--- config.mk ---
export PLATFORM = sky130hd
export DESIGN_NAME = readout_sequencer
export DESIGN_NICKNAME = d
export VERILOG_FILES = /design/src/rtl/rseq_pkg.sv /design/src/rtl/rseq_fsm.sv /design/src/rtl/rseq_tail.sv /design/src/rtl/rseq_clkgate.sv /design/src/rtl/readout_sequencer.sv
export SDC_FILE = /design/constraint.sdc
export NUM_CORES = 1
export LEC_CHECK = 0
export BUFFER_PORTS_ARGS = -buffer_cell sky130_fd_sc_hd__clkbuf_2
export CAP_MARGIN = 30
export CORE_MARGIN = 2
export CORE_UTILIZATION = 53
export DETAILED_ROUTE_END_ITERATION = 8
export PLACE_DENSITY = 0.81
export SLEW_MARGIN = 20
export SYNTH_ARGS = -nofsm -noshare
export SYNTH_HDL_FRONTEND = slang
export SYNTH_SLANG_ARGS = --single-unit
export TNS_END_PERCENT = 30
--- constraint.sdc ---
create_clock -name clk -period 3.6 [get_ports clk]
set_input_delay 0.18 -clock clk [delete_from_list [all_inputs] [get_ports clk]]
set_output_delay 0.18 -clock clk [all_outputs]
set_load 0.01 [all_outputs]
--- src/rtl/rseq_pkg.sv ---
package rseq_pkg;

    typedef enum logic [3:0] {
        PH_IDLE,
        PH_RST,
        PH_GAP_A,
        PH_RSAMP,
        PH_GAP_B,
        PH_INTEG,
        PH_GAP_C,
        PH_SSAMP,
        PH_GAP_D,
        PH_START,
        PH_READ,
        PH_WAIT
    } phase_e;

    // A frame is active in every phase except the two parked ones.
    function automatic logic phase_active(phase_e p);
        return !((p == PH_IDLE) || (p == PH_WAIT));
    endfunction

endpackage

--- src/rtl/rseq_fsm.sv ---
module rseq_fsm
    import rseq_pkg::*;
#(
    parameter int LEN_W = 16
) (
    input  logic             clk,
    input  logic             rst_n,
    input  logic             frame_trig,
    input  logic [LEN_W-1:0] len_reset,
    input  logic [LEN_W-1:0] len_rsamp,
    input  logic [LEN_W-1:0] len_integ,
    input  logic [LEN_W-1:0] len_ssamp,
    input  logic             conv_done,
    output logic             int_reset_o,
    output logic             samp_rst_o,
    output logic             integrate_o,
    output logic             samp_sig_o,
    output logic             read_start_o,
    output logic             frame_done_o,
    output logic             overrun_o,
    output logic             busy,
    output logic             rst_end
);

    phase_e           st_q, st_d;
    logic [LEN_W-1:0] cnt_q;
    logic             load;
    logic [LEN_W-1:0] load_len;

    // Remaining-cycle value to load so that a phase lasts max(len,1) cycles.
    function automatic logic [LEN_W-1:0] len_m1(logic [LEN_W-1:0] v);
        return (v == '0) ? '0 : v - LEN_W'(1);
    endfunction

    // Next-state logic.
    always_comb begin
        st_d     = st_q;
        load     = 1'b0;
        load_len = '0;
        unique case (st_q)
            PH_IDLE, PH_WAIT: begin
                if (frame_trig) begin
                    st_d     = PH_RST;
                    load     = 1'b1;
                    load_len = len_reset;
                end
            end
            PH_RST:   if (cnt_q == '0) st_d = PH_GAP_A;
            PH_GAP_A: begin
                st_d     = PH_RSAMP;
                load     = 1'b1;
                load_len = len_rsamp;
            end
            PH_RSAMP: if (cnt_q == '0) st_d = PH_GAP_B;
            PH_GAP_B: begin
                st_d     = PH_INTEG;
                load     = 1'b1;
                load_len = len_integ;
            end
            PH_INTEG: if (cnt_q == '0) st_d = PH_GAP_C;
            PH_GAP_C: begin
                st_d     = PH_SSAMP;
                load     = 1'b1;
                load_len = len_ssamp;
            end
            PH_SSAMP: if (cnt_q == '0) st_d = PH_GAP_D;
            PH_GAP_D: st_d = PH_START;
            PH_START: st_d = PH_READ;
            PH_READ:  if (conv_done) st_d = PH_WAIT;
            default:  st_d = PH_IDLE;
        endcase
    end

    // State register and phase counter.
    always_ff @(posedge clk or negedge rst_n) begin
        if (!rst_n) begin
            st_q  <= PH_IDLE;
            cnt_q <= '0;
        end else begin
            st_q <= st_d;
            if (load) begin
                cnt_q <= len_m1(load_len);
            end else if (cnt_q != '0) begin
                cnt_q <= cnt_q - LEN_W'(1);
            end
        end
    end

    // Registered outputs, aligned with the state they belong to.
    always_ff @(posedge clk or negedge rst_n) begin
        if (!rst_n) begin
            int_reset_o  <= 1'b0;
            samp_rst_o   <= 1'b0;
            integrate_o  <= 1'b0;
            samp_sig_o   <= 1'b0;
            read_start_o <= 1'b0;
            frame_done_o <= 1'b0;
            overrun_o    <= 1'b0;
        end else begin
            int_reset_o  <= (st_d == PH_RST);
            samp_rst_o   <= (st_d == PH_RSAMP);
            integrate_o  <= (st_d == PH_INTEG);
            samp_sig_o   <= (st_d == PH_SSAMP);
            read_start_o <= (st_d == PH_START);
            frame_done_o <= (st_q == PH_READ) && conv_done;
            overrun_o    <= frame_trig && phase_active(st_q);
        end
    end

    assign busy    = phase_active(st_q);
    assign rst_end = (st_q == PH_RST) && (st_d != PH_RST);

endmodule

--- src/rtl/rseq_tail.sv ---
module rseq_tail #(
    parameter int SEQ_TAIL = 133,
    parameter int SIM_TAIL = 33
) (
    input  logic clk,
    input  logic rst_n,
    input  logic rst_end,
    input  logic clk_live,
    input  logic mode_simul,
    output logic tail_open
);

    localparam int MAX_TAIL = (SEQ_TAIL > SIM_TAIL) ? SEQ_TAIL : SIM_TAIL;
    localparam int CW       = $clog2(MAX_TAIL + 1);

    logic [CW-1:0] cnt_q;
    logic [CW-1:0] need;

    assign need = mode_simul ? CW'(SIM_TAIL) : CW'(SEQ_TAIL);

    // Counts delivered gated-clock edges after the reset strobe falls.
    // Out of reset the count starts full, so nothing is owed.
    always_ff @(posedge clk or negedge rst_n) begin
        if (!rst_n) begin
            cnt_q <= CW'(MAX_TAIL);
        end else if (rst_end) begin
            cnt_q <= '0;
        end else if (clk_live && (cnt_q < need)) begin
            cnt_q <= cnt_q + CW'(1);
        end
    end

    assign tail_open = (cnt_q < need);

endmodule

--- src/rtl/rseq_clkgate.sv ---
module rseq_clkgate (
    input  logic clk,
    input  logic rst_n,
    input  logic en,
    output logic en_q,
    output logic gclk
);

    // The enable changes only while clk is low, so the gated clock is glitch free.
    always_ff @(negedge clk or negedge rst_n) begin
        if (!rst_n) begin
            en_q <= 1'b0;
        end else begin
            en_q <= en;
        end
    end

    assign gclk = clk & en_q;

endmodule

--- src/rtl/readout_sequencer.sv ---
module readout_sequencer #(
    parameter int LEN_W    = 16,
    parameter int SEQ_TAIL = 133,
    parameter int SIM_TAIL = 33
) (
    input  logic             clk,
    input  logic             rst_n,
    input  logic             frame_trig,
    input  logic [LEN_W-1:0] len_reset,
    input  logic [LEN_W-1:0] len_rsamp,
    input  logic [LEN_W-1:0] len_integ,
    input  logic [LEN_W-1:0] len_ssamp,
    input  logic             mode_simul,
    input  logic             clk_free,
    input  logic             conv_done,
    output logic             int_reset_o,
    output logic             samp_rst_o,
    output logic             integrate_o,
    output logic             samp_sig_o,
    output logic             read_start_o,
    output logic             rd_clk_o,
    output logic             frame_done_o,
    output logic             overrun_o
);

    logic fsm_busy;
    logic fsm_rst_end;
    logic tail_open;
    logic gate_en;
    logic gate_en_q;

    rseq_fsm #(.LEN_W(LEN_W)) u_fsm (
        .clk          (clk),
        .rst_n        (rst_n),
        .frame_trig   (frame_trig),
        .len_reset    (len_reset),
        .len_rsamp    (len_rsamp),
        .len_integ    (len_integ),
        .len_ssamp    (len_ssamp),
        .conv_done    (conv_done),
        .int_reset_o  (int_reset_o),
        .samp_rst_o   (samp_rst_o),
        .integrate_o  (integrate_o),
        .samp_sig_o   (samp_sig_o),
        .read_start_o (read_start_o),
        .frame_done_o (frame_done_o),
        .overrun_o    (overrun_o),
        .busy         (fsm_busy),
        .rst_end      (fsm_rst_end)
    );

    rseq_tail #(.SEQ_TAIL(SEQ_TAIL), .SIM_TAIL(SIM_TAIL)) u_tail (
        .clk        (clk),
        .rst_n      (rst_n),
        .rst_end    (fsm_rst_end),
        .clk_live   (gate_en_q),
        .mode_simul (mode_simul),
        .tail_open  (tail_open)
    );

    assign gate_en = fsm_busy | clk_free | tail_open;

    rseq_clkgate u_gate (
        .clk   (clk),
        .rst_n (rst_n),
        .en    (gate_en),
        .en_q  (gate_en_q),
        .gclk  (rd_clk_o)
    );

endmodule

==> qor.tcl, run 1 <==
set qor(grt-ovfl-total) 0
set qor(power.sequential.fraction_pct) 31.4
set qor(worstPathRequired_ns) 2.05
set qor(status) {completed}
set qor(synthesis.yosys.warnings) 0
set qor(synth_nets) 389
set qor(final_hold_viol_count) 0
set qor(placeableCoreArea_mm2) 0.00504
set qor(synth-async-reset-ratio_pct) 100
set qor(drv_cap) 0
set qor(insertion_delay_ns) 0.42
set qor(worst_hold_slack_ns) 0.138
set qor(postSynthCellCount) 311
set qor(finalMaxSlewViolations) 0
set qor(fillerInstances) 399
set qor(hpwlAfterDp_mm) 5.69
set qor(cellInternalPower_mw) 1.33
set qor(tritoncts) {yes}
set qor(die-area_mm2) 0.00578
set qor(route.final.wire_length_mm) 7.67
set qor(buffer_ports.inserted) 77
set qor(number_of_ports_placed_on_the_die_boundary) 78
set qor(synth.lib_cells_used.distinct) 56
set qor(switchingPower_mw) 0.916
set qor(areaGrowthSynthToFinish_pct) 25.5
set qor(drc) 0
set qor(cp.arrival_ns) 2.02
set qor(dominantRegCellSynth) {sky130_fd_sc_hd__dfrtp_1}
set qor(combPwrFrac_pct) 50.5
set qor(critPathKind) {flop to flop}
set qor(dr_vias) 2801
set qor(fp.dieW_um) 76.0
set qor(dr.first_iter.drc_count) 212
set qor(p_clk_share_pct) 18.0
set qor(dieHeight_um) 76.0
set qor(synth_area_per_cell_um2) 8.84
set qor(routed_wire_length_per_instance_um) 16.2
set qor(first_pass_iters) 7
set qor(netlist_area_mm2) 0.00275
set qor(avgViaCountPerCell) 5.93
set qor(critPathBufInv) 1
set qor(antenna_violations_before_repair) 0
set qor(critical-path-max-stage-delay_ns) 0.54
set qor(fp-row-count) 26
set qor(worst_clock_skew_ns) 0.0180
set qor(power.density_mw_per_mm2) 650
set qor(drive_gt1_share_pct) 31.6
set qor(cp_max_delay_cell) {sky130_fd_sc_hd__dfstp_2}
set qor(min-delay-path-class) {input port to flop}
set qor(crit_path_cell_trace) {inv_2, ha_4, nor2b_1, o41a_1, o31a_1, nor2_2, or4_1}
set qor(grt_pass1_wl_mm) 12.7
set qor(num-nets-final) 479
set qor(synth_edf_count) 0
set qor(power.switching_fraction_pct) 40.8
set qor(synth-seq-cells) 36
set qor(ir_worst_vdd_mv) 0.449
set qor(detailedPlace.worstSlack_ns) 0.0271
set qor(ys_seq_area_share_pct) 32.9
set qor(critPathTopFamily) {simple AND/OR/NAND/NOR gates}
set qor(crit_path_capture_type) {flop}
set qor(layout.core_utilization_pct) 68.4
set qor(diodes) 0
set qor(startpoint_kind_of_the_worst_setup_timing_path) {flop}
set qor(clkSlewWorstSetupHoldPaths_ns) 0.07
set qor(leakage_nw) 1.59
set qor(postRouteAntennaNets) 0
set qor(track_usage_pct) 27.8
set qor(critical_path.max_fanout) 3
set qor(grt_pass1_vias) 2709
set qor(final_critical_path_setup_slack_ns) 0.0315
set qor(place.gp.congestion) 0.888
set qor(floorplan.initialDensity_pct) 54.5
set qor(finalSetupViolCount) 0
set qor(timing_worst_slew_pin_value_ns) 0.588
set qor(slew-limit-headroom_pct) 60.6
set qor(grt_max_degree) 36
cells by family (layout without fill, tap and decap cells):
group,Yosys count,count (layout),synth area share [%]
flip-flops,36,36,32.9
XOR/XNOR,34,34,10.8
adder cells (fa/ha/maj),8,8,3.64
multiplexers,7,7,2.73
buffers and inverters,28,119,4.41
AND/OR/NAND/NOR,126,126,26.1
AO/OA/AOI/OAI,72,72,19.4
through the flow:
stage          instance area (µm²)  std cells  total power [mW]  setup TNS, ns
2_1_floorplan                 2750        311              1.53              0
3_5_place_dp                  3280        458              1.82              0
3_3_place_gp                  3280        458              1.78              0
4_1_cts                       3430        471              2.21              0
5_1_grt                       3450        472              2.42        -0.0365
6_report                      3450        472              2.24              0
power groups by stage:
| stage | Combinational, mW | Clock (mW) | Sequential, mW |
|---|---|---|---|
| after floorplan | 0.835 | 0.0151 | 0.682 |
| after global placement | 1.06 | 0.0245 | 0.698 |
| after detailed placement | 1.08 | 0.0245 | 0.707 |
| after CTS | 1.10 | 0.408 | 0.702 |
| after global routing | 1.26 | 0.432 | 0.726 |
| final | 1.13 | 0.404 | 0.706 |
registers in the layout, summed over array words and instances, names as in the netlist:
signal / flops
u_fsm.read_start_o: 1
u_fsm.overrun_o: 1
u_fsm.samp_sig_o: 1
u_fsm.int_reset_o: 1
u_fsm.cnt_q: 16
u_fsm.samp_rst_o: 1
u_fsm.integrate_o: 1
u_gate.en_q: 1
u_fsm.st_q: 4
u_tail.cnt_q: 8
u_fsm.frame_done_o: 1
synthesized netlist by cell type (9+ instances only):
cell type,instances,share of area (%)
sky130_fd_sc_hd__nor3_1,11,2.0
sky130_fd_sc_hd__o22ai_1,14,3.2
sky130_fd_sc_hd__nand2_1,17,2.3
sky130_fd_sc_hd__nor2_1,24,3.3
sky130_fd_sc_hd__a21oi_1,9,1.6
sky130_fd_sc_hd__o21ai_0,9,1.6
sky130_fd_sc_hd__xor2_1,13,4.1
sky130_fd_sc_hd__inv_1,9,1.2
sky130_fd_sc_hd__xnor2_1,21,6.7
sky130_fd_sc_hd__dfrtp_1,32,29
sky130_fd_sc_hd__nor4_1,9,2.0
sky130_fd_sc_hd__clkbuf_1,12,1.6
layer usage:
layer / routed length, µm / vias to the layer above / share of wire [%] / track usage [%]
li1: - / 1336 / - / -
met4: 197 / 0 / 2.6 / 13.3
met2: 3750 / 130 / 49 / 44.6
met1: 3210 / 1308 / 42 / 35.7
met5: 0 / - / 0 / 0
met3: 515 / 27 / 6.7 / 6.28
repair_timing:
| action | in CTS | in global routing |
|---|---|---|
| gates resized for setup | 0 | 5 |
| setup buffers | 0 | 1 |
| endpoints found under the setup margin | 0 | 11 |
| endpoints found under the hold margin | 33 | 0 |
| hold buffers | 2 | 0 |
path summary, 6_finish.rpt:
check / from / end / slack [ns] / cells past startpoint
setup / recovery: u_tail.cnt_q[0]$_DFFE_PN1P_ / u_gate.en_q$_DFF_NN0_ / 0.03 / 7
hold / removal: frame_trig / u_fsm.overrun_o$_DFF_PN0_ / 0.14 / 2
setup reg to reg: u_tail.cnt_q[0]$_DFFE_PN1P_ / u_gate.en_q$_DFF_NN0_ / 0.03 / 7
hold reg to reg: u_tail.cnt_q[7]$_DFFE_PN1P_ / u_tail.cnt_q[7]$_DFFE_PN1P_ / 0.57 / 2
max in group asynchronous: rst_n / u_gate.en_q$_DFF_NN0_ / 1.69 / 2
min in group asynchronous: rst_n / u_fsm.st_q[3]$_DFF_PN0_ / 0.39 / 3
layout by cell type (no fill, tap or decap), types with 5 or more instances in the layout:
master / n
sky130_fd_sc_hd__a22oi_1: 5
sky130_fd_sc_hd__dfrtp_1: 31
sky130_fd_sc_hd__nand3b_1: 8
sky130_fd_sc_hd__nand2_1: 17
sky130_fd_sc_hd__nor2_1: 23
sky130_fd_sc_hd__clkbuf_2: 77
sky130_fd_sc_hd__clkbuf_8: 8
sky130_fd_sc_hd__nor3_1: 11
sky130_fd_sc_hd__xnor2_1: 21
sky130_fd_sc_hd__a21oi_1: 9
sky130_fd_sc_hd__nand3_1: 8
sky130_fd_sc_hd__nand2b_1: 7
sky130_fd_sc_hd__o21ai_0: 9
sky130_fd_sc_hd__a222oi_1: 6
sky130_fd_sc_hd__xor2_1: 13
sky130_fd_sc_hd__ha_1: 7
sky130_fd_sc_hd__and2_1: 8
sky130_fd_sc_hd__nor4_1: 9
sky130_fd_sc_hd__inv_1: 8
sky130_fd_sc_hd__o22ai_1: 14
sky130_fd_sc_hd__buf_4: 20
sky130_fd_sc_hd__a22o_1: 5
area by class of cell:
type | count | area [µm²] | area share (%)
Inverter | 9 | 33.8 | 0.979
Clock inverter | 1 | 5.00 | 0.145
Multi-Input combinational cell | 247 | 1750 | 50.6
Clock buffer | 11 | 123 | 3.55
Timing Repair Buffer | 98 | 551 | 16.0
Tap cell | 70 | 87.6 | 2.54
Sequential cell | 36 | 906 | 26.3
(Power assumes the default switching activity.)
==> inputs of run 2 (changes only) <==
CORE_UTILIZATION = 40   (was 53)
PLACE_DENSITY = not set   (was 0.81)
SKIP_CTS_REPAIR_TIMING = 1   (was not set)
==> run 2 against run 1 <==
Largest power group unchanged. Routed wire length rose by 0.14%. Hold slack got worse by 0.13 ns. Sequential share of layout area fell by 0.093 points. Flip-flop and latch count did not move. Worst setup slack improved by 0.066 ns. First-iteration DRC count fell by 53%. Utilization fell by 17 points. Global-route usage fell by 6.9 points. Sequential power fell by 2%. Cell count rose by 1.7%. Highest routed layer unchanged. Register-to-register slack improved by 0.07 ns.
==> qor.tcl, run 2 (synthesis results as in run 1) <==
set qor(number_of_standard_cells_in_the_layout_taps_in_and_fillers_out) 480 ;# +1.7%
set qor(power.switching_fraction_pct) 39.3 ;# -1.6 points
set qor(floorplan.initialDensity_pct) 40.9 ;# -14 points
set qor(track_usage_pct) 20.9 ;# -6.9 points
set qor(fp.dieW_um) 86.9 ;# +14%
set qor(antenna_violations_before_repair) 0 ;# unchanged
set qor(switchingPower_mw) 0.880 ;# -3.9%
set qor(dieHeight_um) 86.9 ;# +14%
set qor(cp_max_delay_cell) {sky130_fd_sc_hd__dfstp_2}
set qor(critical_path.max_fanout) 5 ;# +2
set qor(postRouteAntennaNets) 0 ;# unchanged
set qor(grt_pass1_vias) 2452 ;# -9.5%
set qor(final_hold_viol_count) 0 ;# unchanged
set qor(hpwlAfterDp_mm) 5.98 ;# +5.1%
set qor(fillerInstances) 667 ;# +67%
set qor(critPathKind) {flop to flop}
set qor(cellInternalPower_mw) 1.36 ;# +2.5%
set qor(sequential_cell_area_um2) 905 ;# -0.14%
set qor(crit_path_cell_trace) {ha_1, nor2b_4, o41a_1, o31a_1, nor2_1, or4_1}
set qor(leakage_nw) 1.59 ;# about the same
set qor(grt-ovfl-total) 0 ;# unchanged
set qor(critPathTopFamily) {simple AND/OR/NAND/NOR gates}
set qor(areaGrowthSynthToFinish_pct) 25.8
set qor(fin_tns_setup_ns) 0 ;# unchanged
set qor(top_regs) {u_fsm.cnt_q (16), u_tail.cnt_q (8), u_fsm.st_q (4)}
set qor(drive_gt1_share_pct) 31.3 ;# -0.34 points
set qor(rsz0062_at_grt) {yes}
set qor(place_inst) 468 ;# +2.2%
set qor(startpoint_kind_of_the_worst_setup_timing_path) {flop}
set qor(grt_max_degree) 36 ;# unchanged
set qor(routed_wire_length_per_instance_um) 16.0 ;# -1.5%
set qor(detailedPlace.worstSlack_ns) 0.0452 ;# +0.0182 ns
set qor(drv_cap) 0 ;# unchanged
set qor(finalMaxSlewViolations) 0 ;# unchanged
set qor(dpl_cell_area_mm2) 0.00330 ;# +0.38%
set qor(postLayoutCellArea_mm2) 0.00346 ;# +0.22%
set qor(worst_clock_skew_ns) 0.0224 ;# +0.00435 ns
set qor(worst_hold_slack_ns) 0.00823 ;# -0.130 ns
set qor(placeableCoreArea_mm2) 0.00672 ;# +33%
set qor(cp.arrival_ns) 1.94 ;# -0.08 ns
set qor(grt_pass1_wl_mm) 12.1 ;# -4.5%
set qor(die-area_mm2) 0.00755 ;# +31%
set qor(worstPathRequired_ns) 2.04 ;# about the same
set qor(dr.first_iter.drc_count) 99 ;# -53%
set qor(clkSlewWorstSetupHoldPaths_ns) 0.07 ;# about the same
set qor(fp-row-count) 30 ;# +15%
set qor(min-delay-path-class) {input port to flop}
set qor(drc) 0 ;# unchanged
set qor(insertion_delay_ns) 0.41 ;# about the same
set qor(dr_vias) 2686 ;# -4.1%
set qor(number_of_ports_placed_on_the_die_boundary) 78 ;# unchanged
set qor(tritoncts) {yes}
set qor(layout.cells.most_common_list) {77 x sky130_fd_sc_hd__clkbuf_2, 32 x sky130_fd_sc_hd__dfrtp_1, 24 x sky130_fd_sc_hd__nor2_1, 21 x sky130_fd_sc_hd__xnor2_1, 19 x sky130_fd_sc_hd__buf_4}
set qor(diodes) 0 ;# unchanged
set qor(p_clk_share_pct) 18.0 ;# about the same
set qor(critical-path-max-stage-delay_ns) 0.57 ;# +0.03 ns
set qor(final_critical_path_setup_slack_ns) 0.0975 ;# +0.0660 ns
set qor(crit_path_capture_type) {flop}
set qor(place.gp.congestion) 0.858 ;# -3.5%
set qor(registers.top_by_ff_count) {u_fsm.cnt_q}
set qor(slew-limit-headroom_pct) 35.9 ;# -25 points
set qor(ir_worst_vdd_mv) 0.314 ;# -30%
set qor(route.final.wire_length_mm) 7.68 ;# +0.14%
set qor(multi_input_comb_area_mm2) 0.00175 ;# +0.29%
set qor(power.sequential.fraction_pct) 31.0 ;# -0.4 points
set qor(status) {completed}
set qor(largest_register_ffs) 16 ;# unchanged
set qor(power.density_mw_per_mm2) 648 ;# -0.31%
set qor(timing_worst_slew_pin_value_ns) 0.949 ;# +0.361 ns
set qor(critPathBufInv) 0 ;# -1
set qor(mostFrequentLayoutCell) {sky130_fd_sc_hd__clkbuf_2}
set qor(avgViaCountPerCell) 5.60 ;# -5.7%
set qor(finalSetupViolCount) 0 ;# unchanged
set qor(buffer_ports.inserted) 77 ;# unchanged
set qor(num-nets-final) 477 ;# -0.42%
set qor(combPwrFrac_pct) 51.0 ;# +0.5 points
set qor(first_pass_iters) 5 ;# -2
==> run 2: power groups by stage <==
stage | clock, mW | combinational [mW] | sequential (mW)
detailed placement | 0.0245 | 1.11 | 0.697
global route | 0.442 | 1.27 | 0.712
finish | 0.403 | 1.14 | 0.695
CTS | 0.412 | 1.12 | 0.692
global placement | 0.0245 | 1.10 | 0.691
floorplan | 0.0151 | 0.835 | 0.682
==> run 2: final timing paths <==
path	start	endpoint	slack [ns]	cells after the start
max reg2reg	u_tail.cnt_q[2]$_DFFE_PN1P_	u_gate.en_q$_DFF_NN0_	0.1	6
max	u_tail.cnt_q[2]$_DFFE_PN1P_	u_gate.en_q$_DFF_NN0_	0.1	6
max in group asynchronous	rst_n	u_gate.en_q$_DFF_NN0_	1.69	2
min in group asynchronous	rst_n	u_tail.cnt_q[4]$_DFFE_PN0P_	0.40	3
min	conv_done	u_fsm.frame_done_o$_DFF_PN0_	0.008	3
min reg2reg	u_tail.cnt_q[7]$_DFFE_PN1P_	u_tail.cnt_q[7]$_DFFE_PN1P_	0.58	2
==> run 2: through the flow <==
step / power, mW / util (%)
after global routing: 2.42 / 51.5
after detailed placement: 1.84 / 49.1
after floorplan: 1.53 / -
after CTS: 2.23 / 51.0
after global placement: 1.82 / 49.1
final: 2.24 / 51.5
==> run 2: worst reg2reg max path, cell delays in order, from the launching register on <==
cell and delay [ns]:
sky130_fd_sc_hd__dfstp_2 0.57, sky130_fd_sc_hd__ha_1 0.13, sky130_fd_sc_hd__nor2b_4 0.12, sky130_fd_sc_hd__o41a_1 0.12, sky130_fd_sc_hd__o31a_1 0.15, sky130_fd_sc_hd__nor2_1 0.05
sky130_fd_sc_hd__or4_1 0.41
==> run 2: routing by layer <==
metal,vias up,share of wire (%),track usage (%)
met1,1277,45,28.3
met5,-,0,0
li1,1334,-,-
met4,0,1.3,7.81
met2,68,49,32.7
met3,7,4.7,4.55
==> run 2: layout make-up <==
class | instances | share of cell area, %
sequential | 36 | 26.2
inverter | 9 | 0.977
tap | 80 | 2.89
timing repair buffer | 96 | 15.4
clock buffer | 12 | 3.94
multi-input combinational | 247 | 50.6
